<file path="config.mk">
export PLATFORM = sky130hd
export DESIGN_NAME = psfb_phase_gen
export DESIGN_NICKNAME = d
export VERILOG_FILES = /design/src/rtl/psfb_pkg.sv /design/src/rtl/psfb_ramp.sv /design/src/rtl/psfb_lag_trip.sv /design/src/rtl/psfb_dead_leg.sv /design/src/rtl/psfb_phase_gen.sv
export SDC_FILE = /design/constraint.sdc
export NUM_CORES = 1
export LEC_CHECK = 0
export ABC_AREA = 0
export BUFFER_PORTS_ARGS = -buffer_cell sky130_fd_sc_hd__buf_4
export CORE_ASPECT_RATIO = 1.4
export CORE_MARGIN = 3
export CORE_UTILIZATION = 50
export DETAILED_ROUTE_END_ITERATION = 10
export HOLD_SLACK_MARGIN = 0.15
export PLACE_DENSITY = 0.7
export SETUP_SLACK_MARGIN = 0.2
export SYNTH_ARGS = -nofsm -noshare
export SYNTH_HDL_FRONTEND = slang
export SYNTH_HIERARCHICAL = 1
export SYNTH_SLANG_ARGS = --single-unit
export TNS_END_PERCENT = 50
</file>
<file path="constraint.sdc">
create_clock -name clk -period 8.7 [get_ports clk]
set_input_delay 1.74 -clock clk [delete_from_list [all_inputs] [get_ports clk]]
set_output_delay 1.74 -clock clk [all_outputs]
set_load 0.03 [all_outputs]
</file>
<file path="src/rtl/psfb_pkg.sv">
`timescale 1ns/1ps
package psfb_pkg;

    localparam int NUM_LEGS = 2;
    localparam int LEAD_IDX = 0;
    localparam int LAG_IDX  = 1;

    // break-before-make progress of one leg
    typedef enum logic [1:0] {
        LEG_IDLE  = 2'd0,
        LEG_GAP   = 2'd1,
        LEG_DRIVE = 2'd2
    } leg_phase_e;

endpackage

</file>
<file path="src/rtl/psfb_ramp.sv">
`timescale 1ns/1ps
module psfb_ramp #(
    parameter int RAMP_W   = 8,
    parameter int HALF_LEN = 64
) (
    input  logic              clk,
    input  logic              rst_n,
    input  logic              en_i,
    output logic [RAMP_W-1:0] ramp_q_o,
    output logic [RAMP_W-1:0] ramp_next_o,
    output logic              wrap_o,
    output logic              half_o,
    output logic              lead_o
);

    localparam logic [RAMP_W-1:0] LAST_R = RAMP_W'(HALF_LEN - 1);

    typedef struct packed {
        logic [RAMP_W-1:0] ramp;
        logic              live;
        logic              half;
        logic              lead;
    } ramp_st_t;

    ramp_st_t st_d, st_q;
    logic     wrap;

    always_comb begin
        st_d = st_q;
        wrap = 1'b0;
        if (!en_i) begin
            st_d = '0;
        end else begin
            // first enabled cycle or end of ramp opens a new half period
            wrap      = !st_q.live || (st_q.ramp == LAST_R);
            st_d.live = 1'b1;
            st_d.ramp = wrap ? '0 : st_q.ramp + RAMP_W'(1);
            st_d.half = wrap;
            st_d.lead = wrap ? ~st_q.lead : st_q.lead;
        end
    end

    always_ff @(posedge clk or negedge rst_n) begin
        if (!rst_n) st_q <= '0;
        else        st_q <= st_d;
    end

    assign ramp_q_o    = st_q.ramp;
    assign ramp_next_o = st_d.ramp;
    assign wrap_o      = wrap;
    assign half_o      = st_q.half;
    assign lead_o      = st_q.lead;

    AST_OFF_IDLE: assert property (@(posedge clk) disable iff (!rst_n)
        !$past(en_i) |-> (st_q.ramp == '0 && !st_q.half && !st_q.lead));

    AST_HALF_PULSE: assert property (@(posedge clk) disable iff (!rst_n)
        st_q.half |=> !st_q.half);

    AST_RAMP_RANGE: assert property (@(posedge clk) disable iff (!rst_n)
        st_q.ramp <= LAST_R);

    AST_LEAD_AT_HALF: assert property (@(posedge clk) disable iff (!rst_n)
        ($past(en_i) && (st_q.lead != $past(st_q.lead))) |-> st_q.half);

endmodule

</file>
<file path="src/rtl/psfb_lag_trip.sv">
`timescale 1ns/1ps
module psfb_lag_trip #(
    parameter int RAMP_W  = 8,
    parameter int OFFSET  = 4,
    parameter int MAX_POS = 62
) (
    input  logic              clk,
    input  logic              rst_n,
    input  logic              en_i,
    input  logic [RAMP_W-1:0] ctrl_i,
    input  logic              ilim_i,
    input  logic [RAMP_W-1:0] ramp_i,
    input  logic [RAMP_W-1:0] ramp_next_i,
    input  logic              wrap_i,
    output logic              lag_o
);

    localparam logic [RAMP_W:0]   OFS_X = (RAMP_W + 1)'(OFFSET);
    localparam logic [RAMP_W-1:0] CAP_R = RAMP_W'(MAX_POS);

    typedef struct packed {
        logic tripped;
        logic lag;
    } trip_st_t;

    trip_st_t st_d, st_q;
    logic     cmp_hit;
    logic     at_cap;
    logic     hit;
    logic     fire;

    always_comb begin
        // compare against the ramp value that the coming edge will load
        cmp_hit = ({1'b0, ramp_next_i} + OFS_X) >= {1'b0, ctrl_i};
        at_cap  = (ramp_next_i == CAP_R);
        hit     = cmp_hit || ilim_i || at_cap;
        fire    = hit && (wrap_i || !st_q.tripped);
        st_d    = st_q;
        if (!en_i) begin
            st_d = '0;
        end else begin
            st_d.tripped = wrap_i ? hit : (st_q.tripped | hit);
            if (fire) st_d.lag = ~st_q.lag;
        end
    end

    always_ff @(posedge clk or negedge rst_n) begin
        if (!rst_n) st_q <= '0;
        else        st_q <= st_d;
    end

    assign lag_o = st_q.lag;

    AST_CAP_REACHED: assert property (@(posedge clk) disable iff (!rst_n)
        (en_i && (ramp_i > CAP_R)) |-> st_q.tripped);

    AST_ILIM_FORCE: assert property (@(posedge clk) disable iff (!rst_n)
        (en_i && ilim_i && (wrap_i || !st_q.tripped)) |=> (st_q.lag != $past(st_q.lag)));

    AST_ONE_TRIP: assert property (@(posedge clk) disable iff (!rst_n)
        (en_i && st_q.tripped && !wrap_i) |=> (st_q.lag == $past(st_q.lag)));

endmodule

</file>
<file path="src/rtl/psfb_dead_leg.sv">
`timescale 1ns/1ps
module psfb_dead_leg
    import psfb_pkg::*;
#(
    parameter int DT_W = 4
) (
    input  logic            clk,
    input  logic            rst_n,
    input  logic            en_i,
    input  logic            sel_i,
    input  logic [DT_W-1:0] dt_i,
    output logic            hi_o,
    output logic            lo_o
);

    typedef struct packed {
        logic            seen;
        logic [DT_W-1:0] cnt;
        logic            hi;
        logic            lo;
    } leg_st_t;

    leg_st_t    st_d, st_q;
    leg_phase_e phase;

    always_comb begin
        st_d = st_q;
        if (!en_i) begin
            st_d = '0;
        end else if (sel_i != st_q.seen) begin
            st_d.seen = sel_i;
            if (dt_i == '0) begin
                st_d.cnt = '0;
                st_d.hi  = sel_i;
                st_d.lo  = ~sel_i;
            end else begin
                st_d.cnt = dt_i;
                st_d.hi  = 1'b0;
                st_d.lo  = 1'b0;
            end
        end else if (st_q.cnt != '0) begin
            st_d.cnt = st_q.cnt - DT_W'(1);
            if (st_q.cnt == DT_W'(1)) begin
                st_d.hi = st_q.seen;
                st_d.lo = ~st_q.seen;
            end
        end
    end

    always_comb begin
        if (st_q.cnt != '0)            phase = LEG_GAP;
        else if (st_q.hi || st_q.lo)   phase = LEG_DRIVE;
        else                           phase = LEG_IDLE;
    end

    always_ff @(posedge clk or negedge rst_n) begin
        if (!rst_n) st_q <= '0;
        else        st_q <= st_d;
    end

    assign hi_o = st_q.hi;
    assign lo_o = st_q.lo;

    AST_NO_OVERLAP: assert property (@(posedge clk) disable iff (!rst_n)
        !(st_q.hi && st_q.lo));

    AST_GAP_LOW: assert property (@(posedge clk) disable iff (!rst_n)
        (phase == LEG_GAP) |-> (!hi_o && !lo_o));

    AST_OFF_LOW: assert property (@(posedge clk) disable iff (!rst_n)
        !$past(en_i) |-> (!hi_o && !lo_o));

endmodule

</file>
<file path="src/rtl/psfb_phase_gen.sv">
`timescale 1ns/1ps
module psfb_phase_gen
    import psfb_pkg::*;
#(
    parameter int RAMP_W   = 8,
    parameter int HALF_LEN = 64,
    parameter int OFFSET   = 4,
    parameter int MAX_PCT  = 97,
    parameter int DT_W     = 4
) (
    input  logic              clk,
    input  logic              rst_n,
    input  logic              en_i,
    input  logic [RAMP_W-1:0] ctrl_i,
    input  logic              ilim_i,
    input  logic [DT_W-1:0]   td_lead_i,
    input  logic [DT_W-1:0]   td_lag_i,
    output logic              gate_a_o,
    output logic              gate_b_o,
    output logic              gate_c_o,
    output logic              gate_d_o,
    output logic              half_start_o
);

    localparam int MAX_POS = (HALF_LEN * MAX_PCT) / 100;

    logic [RAMP_W-1:0]   ramp_q;
    logic [RAMP_W-1:0]   ramp_next;
    logic                wrap;
    logic                lead_sel;
    logic                lag_sel;
    logic [NUM_LEGS-1:0] leg_sel;
    logic [NUM_LEGS-1:0] leg_hi;
    logic [NUM_LEGS-1:0] leg_lo;
    logic [DT_W-1:0]     leg_dt [NUM_LEGS];

    psfb_ramp #(
        .RAMP_W   (RAMP_W),
        .HALF_LEN (HALF_LEN)
    ) u_ramp (
        .clk         (clk),
        .rst_n       (rst_n),
        .en_i        (en_i),
        .ramp_q_o    (ramp_q),
        .ramp_next_o (ramp_next),
        .wrap_o      (wrap),
        .half_o      (half_start_o),
        .lead_o      (lead_sel)
    );

    psfb_lag_trip #(
        .RAMP_W  (RAMP_W),
        .OFFSET  (OFFSET),
        .MAX_POS (MAX_POS)
    ) u_trip (
        .clk         (clk),
        .rst_n       (rst_n),
        .en_i        (en_i),
        .ctrl_i      (ctrl_i),
        .ilim_i      (ilim_i),
        .ramp_i      (ramp_q),
        .ramp_next_i (ramp_next),
        .wrap_i      (wrap),
        .lag_o       (lag_sel)
    );

    assign leg_sel[LEAD_IDX] = lead_sel;
    assign leg_sel[LAG_IDX]  = lag_sel;
    assign leg_dt[LEAD_IDX]  = td_lead_i;
    assign leg_dt[LAG_IDX]   = td_lag_i;

    for (genvar g = 0; g < NUM_LEGS; g++) begin : g_leg
        psfb_dead_leg #(
            .DT_W (DT_W)
        ) u_leg (
            .clk   (clk),
            .rst_n (rst_n),
            .en_i  (en_i),
            .sel_i (leg_sel[g]),
            .dt_i  (leg_dt[g]),
            .hi_o  (leg_hi[g]),
            .lo_o  (leg_lo[g])
        );
    end

    assign gate_a_o = leg_hi[LEAD_IDX];
    assign gate_b_o = leg_lo[LEAD_IDX];
    assign gate_c_o = leg_hi[LAG_IDX];
    assign gate_d_o = leg_lo[LAG_IDX];

endmodule

</file>
==> results.md, run 1 <==
- H-tree levels: 1
- Worst Path Arrival: 4.03 ns
- IO Count: 25
- Final worst path period need: 3.87 ns
- Vias per cell: 5.77
- P per Cell Area: between 150 and 200 nW/µm²
- Number of I/O port buffers: 24
- Critical-path top delay cell: ha_1
- Setup violators final: 0
- Critical Path Stages: 12
- Flop2flop setup slack: 5.64 ns
- Setup TNS Final: 0 ns
- Post-Syn Area: ~1900 µm²
- Global route overflow: 0
- Hpwl dp: just under 3000 µm
- Ant diodes: 0
- Worst skew pair latency: 0.27 ns
- Cell family with most CP delay: compound AO/OA/AOI/OAI gates
- Post-CTS Repair Setup Buffers: 0
- Crit path cell chain: buf_4 -> o311ai_4 -> nor2_1 -> ha_1 -> nand3_1 -> xnor2_1 -> ha_1 -> a21oi_1 -> o21ai_0 -> o21bai_1 -> a31oi_1 -> o311ai_1
- Worst setup EP type: flop
- Commonest cells after routing, fill and taps aside: dfrtp_1, buf_4, inv_1
- Biggest cell delay along the critical path: 0.32 ns
- Reg2reg end: u_trip/lag_o
- Ys Warns: 6
- Commonest non-fill, non-tap cell in the layout: dfrtp_1
- Min-delay worst type: flop to flop
- Cells on worst reg2reg path: 13
- DR vias: 1459
- Crit path buf inv count: 1
- Clk pwr share: 17.8%
- Post-CTS sizing: 0
- Fin. Hold Viols: 0
- Slew @ Worst Pin: approximately 0.53 ns
- Hold buffer count at cts: 0
- Combinational share of power: 40.3%
- Post-synthesis cell count: 195
- RR Startpoint: u_ramp/ramp_q_o[0]
- Sw Share: 35.2%
- Initial DRT Pass Iterations: 4
- Worst Path Max Fanout: 26
- Total die area: 4590 µm²
- CTS clk-pin slew, worst paths: 0.09 ns
- Leakage: 0.974 nW
- Top cell by count, worst path: ha_1
- Psw: 140 µW
- Total CTS buffers: 3
- GPL Wtd Cong: roughly 0.8
- Die height: 79.0 µm
- Share of cells above drive strength 1: roughly 22%
- Clk_skew: 0.00823 ns
- Avg Inst Size Synth: 9.75 µm²
- Fmax: 258 MHz
- Flop pwr share: 42.0%
- Clk sinks: 27
- Largest net degree at the start of global routing: 28
- Kind of critical path: input port to flop
- Max Root-Sink Buffers: 2
- P_int: 258 µW
- Outcome: finished, final reports clean
- RSZ-0062 raised after global routing: false
- Detailed-route DRC error count: 0
- CP startpoint kind: input port
- Die X: 58.1 µm
- Core area: 3500 µm²
- Clock Tree Root: clkbuf_8
- Initial Util: 54.3%
- Detail Route Antenna Nets: 0
- Initial antenna violation count: 0
- Vias in the first global route: between 1000 and 1500
- Num rows: 25
- Iter 0 DRT Violations: 42
- Worst endpoint required time: 8.86 ns
- Layout area overhead: 11.0%
- Max-cap viol count: 0
- Max-slew violation count: 0
- Worst setup margin: 4.83 ns
- CTS tree: done
- Slew margin rel.: between 60% and 70%
- GRT Total Usage: 17.0%
- Net Count, Synth: 229
- Setup Slack @ Placement: 4.55 ns
- Routed length per instance: ~14 µm
- Worst Setup EP: u_trip/lag_o
- Peak VDD IR: 0.124 mV
- Global-route wire length before repair: 6120 µm
- Post-Route WL: 3600 µm
- Setup crit start: en_i
- Layout net count: 248
- Tcrit/Tclk final: approximately 45%
worst min path at each step:
stage / start / slack, ns / end / cells after the start
after floorplan: u_ramp/ramp_q_o[0] / 0.49 / u_ramp/ramp_q_o[0] / 1
after global placement: u_ramp/ramp_q_o[0] / 0.54 / u_ramp/ramp_q_o[0] / 1
after detailed placement: u_ramp/ramp_q_o[0] / 0.54 / u_ramp/ramp_q_o[0] / 1
after CTS: u_ramp/ramp_q_o[0] / 0.55 / u_ramp/ramp_q_o[0] / 1
after global routing: u_ramp/ramp_q_o[0] / 0.58 / u_ramp/ramp_q_o[0] / 1
final: u_ramp/ramp_q_o[0] / 0.55 / u_ramp/ramp_q_o[0] / 1
power groups by stage:
stage	clock network (mW)	registers, mW	logic [mW]
2_1_floorplan	0	0.168	0.123
3_5_place_dp	0	0.170	0.162
5_1_grt	0.0784	0.171	0.179
3_3_place_gp	0	0.168	0.152
6_report	0.0707	0.167	0.160
4_1_cts	0.0731	0.167	0.162
per-stage QoR:
stage / area [µm²] / power, mW / hold slack [ns] / utilization, % / cells
CTS: 2110 / 0.402 / 0.551 / 60.2 / 253
finish: 2110 / 0.398 / 0.546 / 60.2 / 253
global route: 2110 / 0.428 / 0.584 / 60.2 / 253
floorplan: 1900 / 0.291 / 0.488 / - / 195
detailed placement: 2060 / 0.331 / 0.538 / 58.9 / 249
global placement: 2060 / 0.320 / 0.537 / 58.9 / 249
worst reg2reg max path: stages, from the launching register on:
cell,delay [ns]
dfrtp_1,0.41
ha_1,0.22
nand3_2,0.15
o311ai_4,0.46
nor2_1,0.16
ha_1,0.25
nand3_1,0.15
xnor2_1,0.15
ha_1,0.28
a21oi_1,0.12
o21ai_0,0.08
o21bai_1,0.19
a31oi_1,0.21
o311ai_1,0.11
flip-flops by register name, summed over array words and instances (netlist names):
register	cells
u_ramp/half_o	1
u_ramp/ramp_q_o	8
u_ramp/lead_o	1
g_leg.u_leg/st_q	10
u_trip/lag_o	1
g_leg.u_leg/hi_o	2
u_ramp/st_q	1
u_trip/st_q	1
g_leg.u_leg/lo_o	2
layout make-up:
cell class | count | area [µm²]
multi-input cells | 137 | 1080
clock buffers | 3 | 41.3
fillers | 313 | 1390
well taps | 40 | 50.0
clock inverters | 1 | 5.00
inverters | 21 | 78.8
flip-flops and latches | 27 | 676
repair buffers | 24 | 180
layer usage:
metal | global-route usage [%] | up-vias | part of all wire [%]
li1 | - | 721 | -
met1 | 19.4 | 695 | 40
met2 | 30.7 | 37 | 54
met3 | 2.76 | 6 | 4.0
met4 | 7.19 | 0 | 1.7
met5 | 0 | - | 0
(Power assumes the default switching activity.)
==> inputs of run 2 (changes only) <==
--- a/config.mk
+++ b/config.mk
@@ -12,7 +12,7 @@
 export CORE_UTILIZATION = 50
 export DETAILED_ROUTE_END_ITERATION = 10
 export HOLD_SLACK_MARGIN = 0.15
-export PLACE_DENSITY = 0.7
+export PLACE_DENSITY = 0.73
 export SETUP_SLACK_MARGIN = 0.2
 export SYNTH_ARGS = -nofsm -noshare
 export SYNTH_HDL_FRONTEND = slang
==> constraint.sdc (replaced) <==
create_clock -name clk -period 3.2 [get_ports clk]
set_input_delay 0.64 -clock clk [delete_from_list [all_inputs] [get_ports clk]]
set_output_delay 0.64 -clock clk [all_outputs]
set_load 0.03 [all_outputs]
==> results.md, run 2 (synthesis gave the netlist of run 1 again) <==
- Initial antenna violation count: 0
- CTS tree: done
- H-tree levels: 1
- Fin. Hold Viols: 0
- Overall Power: about 1.1 mW
- Worst setup margin: 0.237 ns
- Fmax: 338 MHz
- Final Util: 65.8%
- Detailed-route DRC error count: 0
- Number of I/O port buffers: 24
- Peak VDD IR: ~0.46 mV
- Setup TNS Final: 0 ns
- Vias in the first global route: 1561
- Num rows: 25
- Clk sinks: 27
- Outcome: finished, final reports clean
- Worst endpoint required time: 3.33 ns
- Kind of critical path: flop to flop
- Setup Slack @ Placement: around 0.033 ns
- Top cell by count, worst path: nand3_4
- Die X: 58.1 µm
- RSZ-0062 raised after global routing: false
- Layout net count: 258
- Total die area: 4590 µm²
- Slew @ Worst Pin: 0.505 ns
- Clock Tree Root: clkbuf_8
- Hold buffer count at cts: 0
- Routed length per instance: 16.1 µm
- Biggest cell delay along the critical path: approximately 0.44 ns
- CP startpoint kind: flop
- Worst Path Arrival: between 3 and 4 ns
- IO Count: 25
- Global route overflow: 0
- GRT Total Usage: 18.9%
- Tcrit/Tclk final: 92.6%
- Crit path cell chain: ha_4 -> nand3_4 -> o311ai_4 -> buf_12 -> buf_4 -> a21oi_4 -> nand3_4 -> xnor2_2 -> ha_1 -> a21oi_2 -> o21ai_1 -> o21bai_2 -> a31oi_1 -> o311ai_1
- GPL Wtd Cong: 0.830
- Post-Layout Cell Count: 263
- Share of cells above drive strength 1: 31.4%
- Total CTS buffers: 3
- Max-slew violation count: 0
- Ant diodes: 0
- Number of flip-flops in the largest register: 10
- Slew margin rel.: between 60% and 70%
- Die height: 79.0 µm
- Cell family with most CP delay: compound AO/OA/AOI/OAI gates
- Initial DRT Pass Iterations: 4
- Max Root-Sink Buffers: 2
- P per Cell Area: between 400 and 500 nW/µm²
- Core area: roughly 3500 µm²
- Crit path buf inv count: 2
- Max-cap viol count: 0
- Min-delay worst type: input port to asynchronous set/reset pin
- Commonest non-fill, non-tap cell in the layout: buf_4
- DR vias: 1554
- Hpwl dp: 2990 µm
- Layout area overhead: 21.2%
- Setup violators final: 0
- Worst skew pair latency: 0.27 ns
- Leakage: between 1 and 1.5 nW
- CTS clk-pin slew, worst paths: ~0.090 ns
- Critical-path top delay cell: dfrtp_1
- Final worst path period need: about 3.0 ns
- Vias per cell: 5.91
- Worst Path Max Fanout: 5
- Detail Route Antenna Nets: 0
- Flip-flop and latch area: 676 µm²
- Biggest register: g_leg.u_leg/st_q
- Iter 0 DRT Violations: 54
- Post-Route WL: 4250 µm
- Multi-input gate area: between 1000 and 1500 µm²
- Largest net degree at the start of global routing: 28
- Global-route wire length before repair: 6980 µm
- Worst setup EP type: flop
- Placed cell count: 250
- Clk_skew: 0.00654 ns
- Filler instances: 290
- Commonest cells after routing, fill and taps aside: buf_4, dfrtp_1, inv_1
- Initial Util: 54.3%
[run 2: cell types whose count changed in the layout (fill, tap and decap cells not counted), sizes merged]
cell | previous run | this run
buf | 24 | 34
[run 2: layout make-up]
type	count	area share [%]
Multi-Input combinational cell	137	51.4
Sequential cell	27	29.3
Timing Repair Buffer	34	11.6
Inverter	21	3.42
Tap cell	40	2.17
Clock buffer	3	1.79
Clock inverter	1	0.217
[run 2: report_power, final]
group          switching, mW  internal, mW
sequential            0.0645         0.391
clock                  0.104        0.0871
combinational          0.217         0.232
[run 2: what timing repair did]
action                     CTS  global route
pin swaps                    1             7
buffers inserted             5             4
resized for setup            5            17
setup endpoints to repair    2             2
[run 2: worst paths after layout]
kind | startpoint | to | slack, ns | depth (start not counted)
max | u_ramp/ramp_q_o[0] | u_trip/lag_o | 0.24 | 14
min | rst_n | u_ramp/ramp_q_o[1] | 0.27 | 1
min in group clk | en_i | u_ramp/st_q[2] | 0.51 | 1
max in group asynchronous | rst_n | u_ramp/half_o | 2.67 | 1
max reg2reg | u_ramp/ramp_q_o[0] | u_trip/lag_o | 0.24 | 14
min reg2reg | g_leg[1].u_leg/hi_o | g_leg[1].u_leg/hi_o | 0.57 | 2
[run 2: metrics by stage]
step | hold WS [ns] | cell area [µm²]
CTS | 0.275 | 2170
finish | 0.271 | 2300
floorplan | 0.344 | 1900
detailed placement | 0.549 | 2070
global placement | 0.531 | 2070
global route | 0.282 | 2300
[run 2: metal layers]
metal | GRT usage, % | vias to the layer above | part of all wire (%)
met5 | 0 | - | 0
met4 | 7.42 | 0 | 2.1
met3 | 1.95 | 10 | 2.8
met2 | 35.7 | 32 | 56
met1 | 21.1 | 769 | 39
li1 | - | 743 | -
[run 2: worst register-to-register path: stages, from the launching register on]
cell	delay [ns]
dfrtp_1	0.44
ha_4	0.20
nand3_4	0.10
o311ai_4	0.12
buf_12	0.16
buf_4	0.15
a21oi_4	0.22
nand3_4	0.13
xnor2_2	0.15
ha_1	0.35
a21oi_2	0.12
o21ai_1	0.09
o21bai_2	0.22
a31oi_1	0.22
o311ai_1	0.16
